<file path="src/rtl/pksw_pkg.sv">
package pksw_pkg;
  // Number of binary fraction bits used for the threshold ratios.
  localparam int FRAC_W = 8;

  // Output phase: low after a release crossing, high after an operate crossing.
  typedef enum logic {
    PH_LOW  = 1'b0,
    PH_HIGH = 1'b1
  } phase_e;
endpackage

</file>
<file path="src/rtl/pksw_thresh.sv">
module pksw_thresh
  import pksw_pkg::*;
#(
  parameter int W = 12,
  parameter logic [FRAC_W-1:0] OP_FRAC = 8'hB0,
  parameter logic [FRAC_W-1:0] RP_FRAC = 8'h4C
) (
  input  logic signed [W-1:0] hi_pk,
  input  logic signed [W-1:0] lo_pk,
  output logic        [W:0]   span,
  output logic signed [W-1:0] op_th,
  output logic signed [W-1:0] rp_th
);
  localparam int XW = W + 2;

  logic signed [W:0]  diff;
  logic        [W:0]  op_acc [0:FRAC_W];
  logic        [W:0]  rp_acc [0:FRAC_W];
  logic signed [XW-1:0] op_full, rp_full;

  // The span needs one guard bit beyond the sample width.
  assign diff = (W+1)'(hi_pk) - (W+1)'(lo_pk);
  assign span = $unsigned(diff);

  assign op_acc[0] = '0;
  assign rp_acc[0] = '0;

  // Shift-and-add scaling: fraction bit FRAC_W-1-k weighs 2^-(k+1).
  for (genvar k = 0; k < FRAC_W; k++) begin : g_term
    assign op_acc[k+1] = op_acc[k] + (OP_FRAC[FRAC_W-1-k] ? (span >> (k+1)) : '0);
    assign rp_acc[k+1] = rp_acc[k] + (RP_FRAC[FRAC_W-1-k] ? (span >> (k+1)) : '0);
  end

  assign op_full = XW'(lo_pk) + $signed({1'b0, op_acc[FRAC_W]});
  assign rp_full = XW'(lo_pk) + $signed({1'b0, rp_acc[FRAC_W]});
  assign op_th   = W'(op_full);
  assign rp_th   = W'(rp_full);
endmodule

</file>
<file path="src/rtl/pksw_peak.sv">
module pksw_peak #(
  parameter int W      = 12,
  parameter bit IS_MAX = 1'b1,
  parameter int INIT   = 0
) (
  input  logic               clk,
  input  logic               rst_n,
  input  logic               acc,
  input  logic signed [W-1:0] x,
  input  logic               collect,
  input  logic               start,
  input  logic               latch,
  input  logic        [W:0]  step,
  output logic signed [W-1:0] pk
);
  localparam int XW = W + 2;
  typedef logic signed [XW-1:0] ext_t;

  // Pick the value further outward for this tracker's polarity.
  function automatic ext_t pick(ext_t a, ext_t b);
    if (IS_MAX) return (a > b) ? a : b;
    else        return (a < b) ? a : b;
  endfunction

  logic signed [W-1:0] run;
  ext_t pk_e, x_e, run_e, step_e, pk_in, mid, nxt;

  always_comb begin
    pk_e   = ext_t'(pk);
    x_e    = ext_t'(x);
    run_e  = ext_t'(run);
    step_e = $signed({1'b0, step});
    // Furthest inward the peak may go in one update.
    pk_in  = IS_MAX ? (pk_e - step_e) : (pk_e + step_e);
    mid    = latch ? pick(run_e, pk_in) : pk_e;
    nxt    = acc ? pick(mid, x_e) : mid;
  end

  always_ff @(posedge clk) begin
    if (!rst_n) begin
      pk  <= W'(INIT);
      run <= W'(INIT);
    end else begin
      pk <= W'(nxt);
      if (acc) begin
        if (start)        run <= x;
        else if (collect) run <= W'(pick(run_e, x_e));
      end
    end
  end

  if (IS_MAX) begin : g_chk_max
    // the high peak never falls by more than one step at an update
    a_r8_inward_bound: assert property (@(posedge clk) disable iff (!rst_n)
      latch |=> ext_t'(pk) >= $past(pk_in));
    // a larger sample is adopted on the same edge
    a_r7_outward: assert property (@(posedge clk) disable iff (!rst_n)
      acc |=> pk >= $past(x));
  end else begin : g_chk_min
    // the low peak never rises by more than one step at an update
    a_r8_inward_bound: assert property (@(posedge clk) disable iff (!rst_n)
      latch |=> ext_t'(pk) <= $past(pk_in));
    // a smaller sample is adopted on the same edge
    a_r7_outward: assert property (@(posedge clk) disable iff (!rst_n)
      acc |=> pk <= $past(x));
  end
endmodule

</file>
<file path="src/rtl/peak_switchpoint.sv">
module peak_switchpoint
  import pksw_pkg::*;
#(
  parameter int W          = 12,
  parameter int STEP_SHIFT = 4,
  parameter logic [FRAC_W-1:0] OP_FRAC = 8'hB0,
  parameter logic [FRAC_W-1:0] RP_FRAC = 8'h4C,
  parameter int INIT_POS   = 256,
  parameter int INIT_NEG   = -256
) (
  input  logic               clk,
  input  logic               rst_n,
  input  logic               in_valid,
  output logic               in_ready,
  input  logic signed [W-1:0] in_sample,
  input  logic               enable,
  input  logic               blank,
  output logic               out_state,
  output logic signed [W-1:0] op_thresh,
  output logic signed [W-1:0] rp_thresh,
  output logic               pos_peak_stb,
  output logic               neg_peak_stb
);
  logic signed [W-1:0] pos_pk, neg_pk;
  logic        [W:0]   span, step;
  logic                acc, live, op_edge, rl_edge;
  phase_e              phase;

  // Samples are never held back.
  assign in_ready = 1'b1;
  assign acc      = in_valid;
  assign live     = enable & ~blank;
  assign phase    = phase_e'(out_state);
  assign step     = span >> STEP_SHIFT;

  assign op_edge = acc & live & (phase == PH_LOW)  & (in_sample > op_thresh);
  assign rl_edge = acc & live & (phase == PH_HIGH) & (in_sample < rp_thresh);

  pksw_thresh #(.W(W), .OP_FRAC(OP_FRAC), .RP_FRAC(RP_FRAC)) u_thresh (
    .hi_pk (pos_pk),
    .lo_pk (neg_pk),
    .span  (span),
    .op_th (op_thresh),
    .rp_th (rp_thresh)
  );

  // High peak: collected while high, restarted at operate, taken at release.
  pksw_peak #(.W(W), .IS_MAX(1'b1), .INIT(INIT_POS)) u_hi (
    .clk     (clk),
    .rst_n   (rst_n),
    .acc     (acc),
    .x       (in_sample),
    .collect (phase == PH_HIGH),
    .start   (op_edge),
    .latch   (rl_edge),
    .step    (step),
    .pk      (pos_pk)
  );

  // Low peak: collected while low, restarted at release, taken at operate.
  pksw_peak #(.W(W), .IS_MAX(1'b0), .INIT(INIT_NEG)) u_lo (
    .clk     (clk),
    .rst_n   (rst_n),
    .acc     (acc),
    .x       (in_sample),
    .collect (phase == PH_LOW),
    .start   (rl_edge),
    .latch   (op_edge),
    .step    (step),
    .pk      (neg_pk)
  );

  always_ff @(posedge clk) begin
    if (!rst_n) begin
      out_state    <= 1'b0;
      pos_peak_stb <= 1'b0;
      neg_peak_stb <= 1'b0;
    end else begin
      if (op_edge)      out_state <= 1'b1;
      else if (rl_edge) out_state <= 1'b0;
      pos_peak_stb <= rl_edge;
      neg_peak_stb <= op_edge;
    end
  end

  // a rise needs an accepted, unfrozen sample above the operate point
  a_r4_operate_cause: assert property (@(posedge clk) disable iff (!rst_n)
    $rose(out_state) |-> $past(in_valid && enable && !blank && (in_sample > op_thresh)));
  // a fall needs an accepted, unfrozen sample below the release point
  a_r5_release_cause: assert property (@(posedge clk) disable iff (!rst_n)
    $fell(out_state) |-> $past(in_valid && enable && !blank && (in_sample < rp_thresh)));
  // a frozen cycle leaves the output alone
  a_r10_frozen_hold: assert property (@(posedge clk) disable iff (!rst_n)
    (!enable || blank) |=> $stable(out_state));
  // no sample, no change to output or thresholds
  a_r11_idle_hold: assert property (@(posedge clk) disable iff (!rst_n)
    !in_valid |=> ($stable(out_state) && $stable(op_thresh) && $stable(rp_thresh)));
  // strobes are exclusive and follow the matching output edge
  a_r12_strobe_excl: assert property (@(posedge clk) disable iff (!rst_n)
    $onehot0({pos_peak_stb, neg_peak_stb}));
  a_r12_strobe_pos: assert property (@(posedge clk) disable iff (!rst_n)
    pos_peak_stb |-> $fell(out_state));
  // both thresholds stay between the tracked peaks
  a_r3_in_span: assert property (@(posedge clk) disable iff (!rst_n)
    (rp_thresh >= neg_pk) && (op_thresh <= pos_pk));
  // the operate point lies above the release point
  a_r2_order: assert property (@(posedge clk) disable iff (!rst_n)
    op_thresh >= rp_thresh);
endmodule

</file>
<file path="config.mk">
export PLATFORM = sky130hd
export DESIGN_NAME = peak_switchpoint
export DESIGN_NICKNAME = d
export VERILOG_FILES = /design/src/rtl/pksw_pkg.sv /design/src/rtl/pksw_thresh.sv /design/src/rtl/pksw_peak.sv /design/src/rtl/peak_switchpoint.sv
export SDC_FILE = /design/constraint.sdc
export NUM_CORES = 1
export LEC_CHECK = 0
export ABC_AREA = 1
export CAP_MARGIN = 20
export CORE_MARGIN = 2
export CORE_UTILIZATION = 57
export CTS_CLUSTER_SIZE = 14
export DETAILED_ROUTE_END_ITERATION = 10
export GPL_TIMING_DRIVEN = 0
export PLACE_DENSITY = 0.83
export SYNTH_ARGS = -nofsm -noshare
export SYNTH_HDL_FRONTEND = slang
export SYNTH_SLANG_ARGS = --single-unit
</file>
<file path="constraint.sdc">
create_clock -name clk -period 7.7 [get_ports clk]
set_input_delay 1.54 -clock clk [delete_from_list [all_inputs] [get_ports clk]]
set_output_delay 1.54 -clock clk [all_outputs]
set_load 0.01 [all_outputs]
</file>
==> run metrics <==
max_cap viols 0; Final Setup Violations 24; startpoint class of the critical path flop; Syn-to-layout area delta 25.4%; Sink Count 51; fill cell count 1,022; fin worst setup slack -0.521 ns; Slew Limit Fails 0; Multi-input gate area 6720 sq um; Die Y 123 um; Mapped Cells 1,163; failing checks setup timing; RSZ-0062 raised after global routing yes; worst slack, placed -1.45 ns; # diodes 0; gr usage total 0.331; final period utilization 1.07; reg2reg path depth 48; Hold Fails Final Rpt 0; post-synthesis cell type count 50; Core ar. 13,900 sq um; CTS tree yes; status finished with violations; Bufs on Longest Clock Path 2; syn avg cell area 6.94 sq um; Final min period 8.22 ns; Post-Route WL 26,100 um; most frequent cells after synthesis 218 x nand2_1, 214 x inv_1, 162 x ha_1; # hold bufs at CTS 0; area post-placement 8770 sq um; flop-to-flop setup slack -0.52 ns; Design Area, Final 10,100 sq um; max_slew headroom 0.589; crit-path max FO 7; global route overflow 0; DR vias 8,469; Final Wtd Congestion 1.00; root buffer cell clkbuf_16; clock slew at reported path FFs 0.08 ns; Synth area leader ha_1; first-pass GRT wire length 39,100 um; H-tree Lvls 2; area share of the largest cell type after synthesis 0.251; FP Rows 43; vias in the first global route 7,902; Buffers & Inverters on Critical Path 18; Hold Crit Endpoint u_hi.run[7]$_SDFFE_PN0P_; top-count cell post-synth nand2_1; Sequential cell area 1040 sq um; FF+latch count, synth 51; Worst path max stage delay 0.51 ns; r2r startpoint u_lo.pk[1]$_SDFF_PN0_; largest net degree at the start of global routing 16; Max Clk Rate 0.122 GHz; Setup CP Type flop to flop; WP data arrival 8.40 ns; Detailed Routing Iterations Pass 1 7; CP max-delay cell fa_1; cts bufs inserted 5; Hold Crit Start u_hi.run[7]$_SDFFE_PN0P_; I/O pin count 45; syn_nets 1,370; FFs w/ async S/R, synth 0; Worst Setup End Kind flop; final net count 1,484; top area cells in the synthesized netlist ha_1 25%, dfxtp_1 13%, nand2_1 10%; Synth Cell Area 8080 sq um; Clock Latency Late Sink 0.31 ns; Syn. warnings 0; Avg Vias per Cell 5.81; Slew @ Worst Pin 0.616 ns; Hold WC Path Type flop to flop; Setup Skew 0.00694 ns; antenna-violating nets left 0; Post-synth EDFFs 0; hold path depth 2; share of cells above drive strength 1 0.171; worst path required time 7.88 ns; register area share after synthesis 0.126; initial core utilization 0.582; initial antenna violation count 0; most frequent CP cell buf_4; WL/cell 17.9 um; DRC 0; initial DRC count 752; Post-synth top flop dfxtp_1; FF-to-FF End u_hi.pk[0]$_SDFF_PN0_; hold_ws 0.518 ns; Buffers on Ports 41; Die Width 123 um; cell family with most CP delay adder cells; Detailed Place HPWL 18,500 um; Die Area 15,100 sq um
==> timing repair <==
action,4_1_cts,5_1_grt
buffers inserted,44,20
endpoints found under the setup margin,33,32
gates resized for setup,110,51
pin swaps,54,46
gates cloned,1,1
==> through the flow <==
step / std cells / utilization / setup TNS, ns
2_1_floorplan: 1163 / - / 0
6_report: 1458 / 0.729 / -7.24
4_1_cts: 1437 / 0.701 / -3.00
5_1_grt: 1458 / 0.729 / -17.25
3_5_place_dp: 1384 / 0.632 / -34.56
3_3_place_gp: 1384 / 0.632 / -31.75
==> layer usage <==
metal | track usage | part of all wire | wire length [um] | vias to the layer above
li1 | - | - | - | 4037
met1 | 0.430 | 0.41 | 10600 | 3936
met2 | 0.548 | 0.47 | 12300 | 405
met3 | 0.0701 | 0.084 | 2200 | 91
met4 | 0.110 | 0.037 | 964 | 0
met5 | 0 | 0 | 0 | -
==> worst max-delay path by stage <==
stage	from	to	slack [ns]	depth (start not counted)
finish	u_lo.pk[1]$_SDFF_PN0_	u_hi.pk[0]$_SDFF_PN0_	-0.52	48
CTS	u_hi.pk[0]$_SDFF_PN0_	u_hi.pk[0]$_SDFF_PN0_	-0.18	47
global route	u_hi.pk[0]$_SDFF_PN0_	u_hi.pk[0]$_SDFF_PN0_	-0.91	48
global placement	u_lo.pk[2]$_SDFF_PN0_	u_hi.pk[0]$_SDFF_PN0_	-1.35	50
detailed placement	u_lo.pk[2]$_SDFF_PN0_	u_hi.pk[2]$_SDFF_PN0_	-1.45	49
floorplan	u_hi.pk[1]$_SDFF_PN0_	u_hi.pk[0]$_SDFF_PN0_	0.006	49
==> area by class of cell <==
| class | instances | area share |
|---|---|---|
| tap | 180 | 0.0222 |
| clock buffer | 6 | 0.0127 |
| multi-input combinational | 871 | 0.663 |
| inverter | 222 | 0.0841 |
| clock inverter | 2 | 0.00593 |
| timing repair buffer | 106 | 0.0933 |
| sequential | 51 | 0.102 |
| buffer | 19 | 0.0156 |
| timing repair inverter | 1 | 0.000494 |
==> flip-flops by register name, indices dropped and copies added (netlist names) <==
name / cells
neg_peak_stb: 1
u_hi.run: 12
out_state: 1
pos_peak_stb: 1
u_lo.pk: 12
u_lo.run: 12
u_hi.pk: 12
==> kinds of logic after synthesis <==
family,after synthesis,synth area share
xor+xnor,56,0.0607
flops,51,0.126
simple gates,395,0.214
compound gates,229,0.163
buf+inv,241,0.115
other cells,1,0.000464
fa+ha+maj,190,0.320
==> worst reg2reg max path, delay by kind of cell (launching register included) <==
family / cells / cell delay, ns
adders and majority gates: 7 / 2.58
buffers and inverters: 18 / 1.99
and+or+nand+nor: 12 / 1.57
AOI/OAI and AO/OA: 9 / 1.27
DFF: 1 / 0.36
xor gates and xnor gates: 2 / 0.32
==> layout by cell type (no fill, tap or decap), types with 4 or more instances in the layout <==
cell type,Yosys,routed
nor3_1,8,7
o21bai_2,0,5
nand2_1,218,208
nand3_1,46,44
nand3_2,3,5
dfxtp_2,0,4
ha_4,0,13
o21ai_2,1,8
a21o_1,6,6
and2_1,10,10
inv_2,5,19
a21oi_1,97,80
inv_1,214,196
buf_4,3,62
xor2_1,42,30
xnor2_1,14,13
ha_1,162,148
buf_2,3,4
nand4_1,18,18
fa_1,28,26
nor2_1,73,70
a21oi_2,0,16
dfxtp_1,51,44
o21ai_0,66,52
o211ai_1,19,19
clkbuf_1,11,8
clkdlybuf4s50_1,0,41
nand2_2,6,12
clkbuf_16,0,7
nand2_4,1,5
o21bai_1,19,14
o21ai_1,1,6
xor2_2,0,9
Power is not shown: default switching activity piles up to over one toggle a cycle in this logic, so the estimate is an artifact.
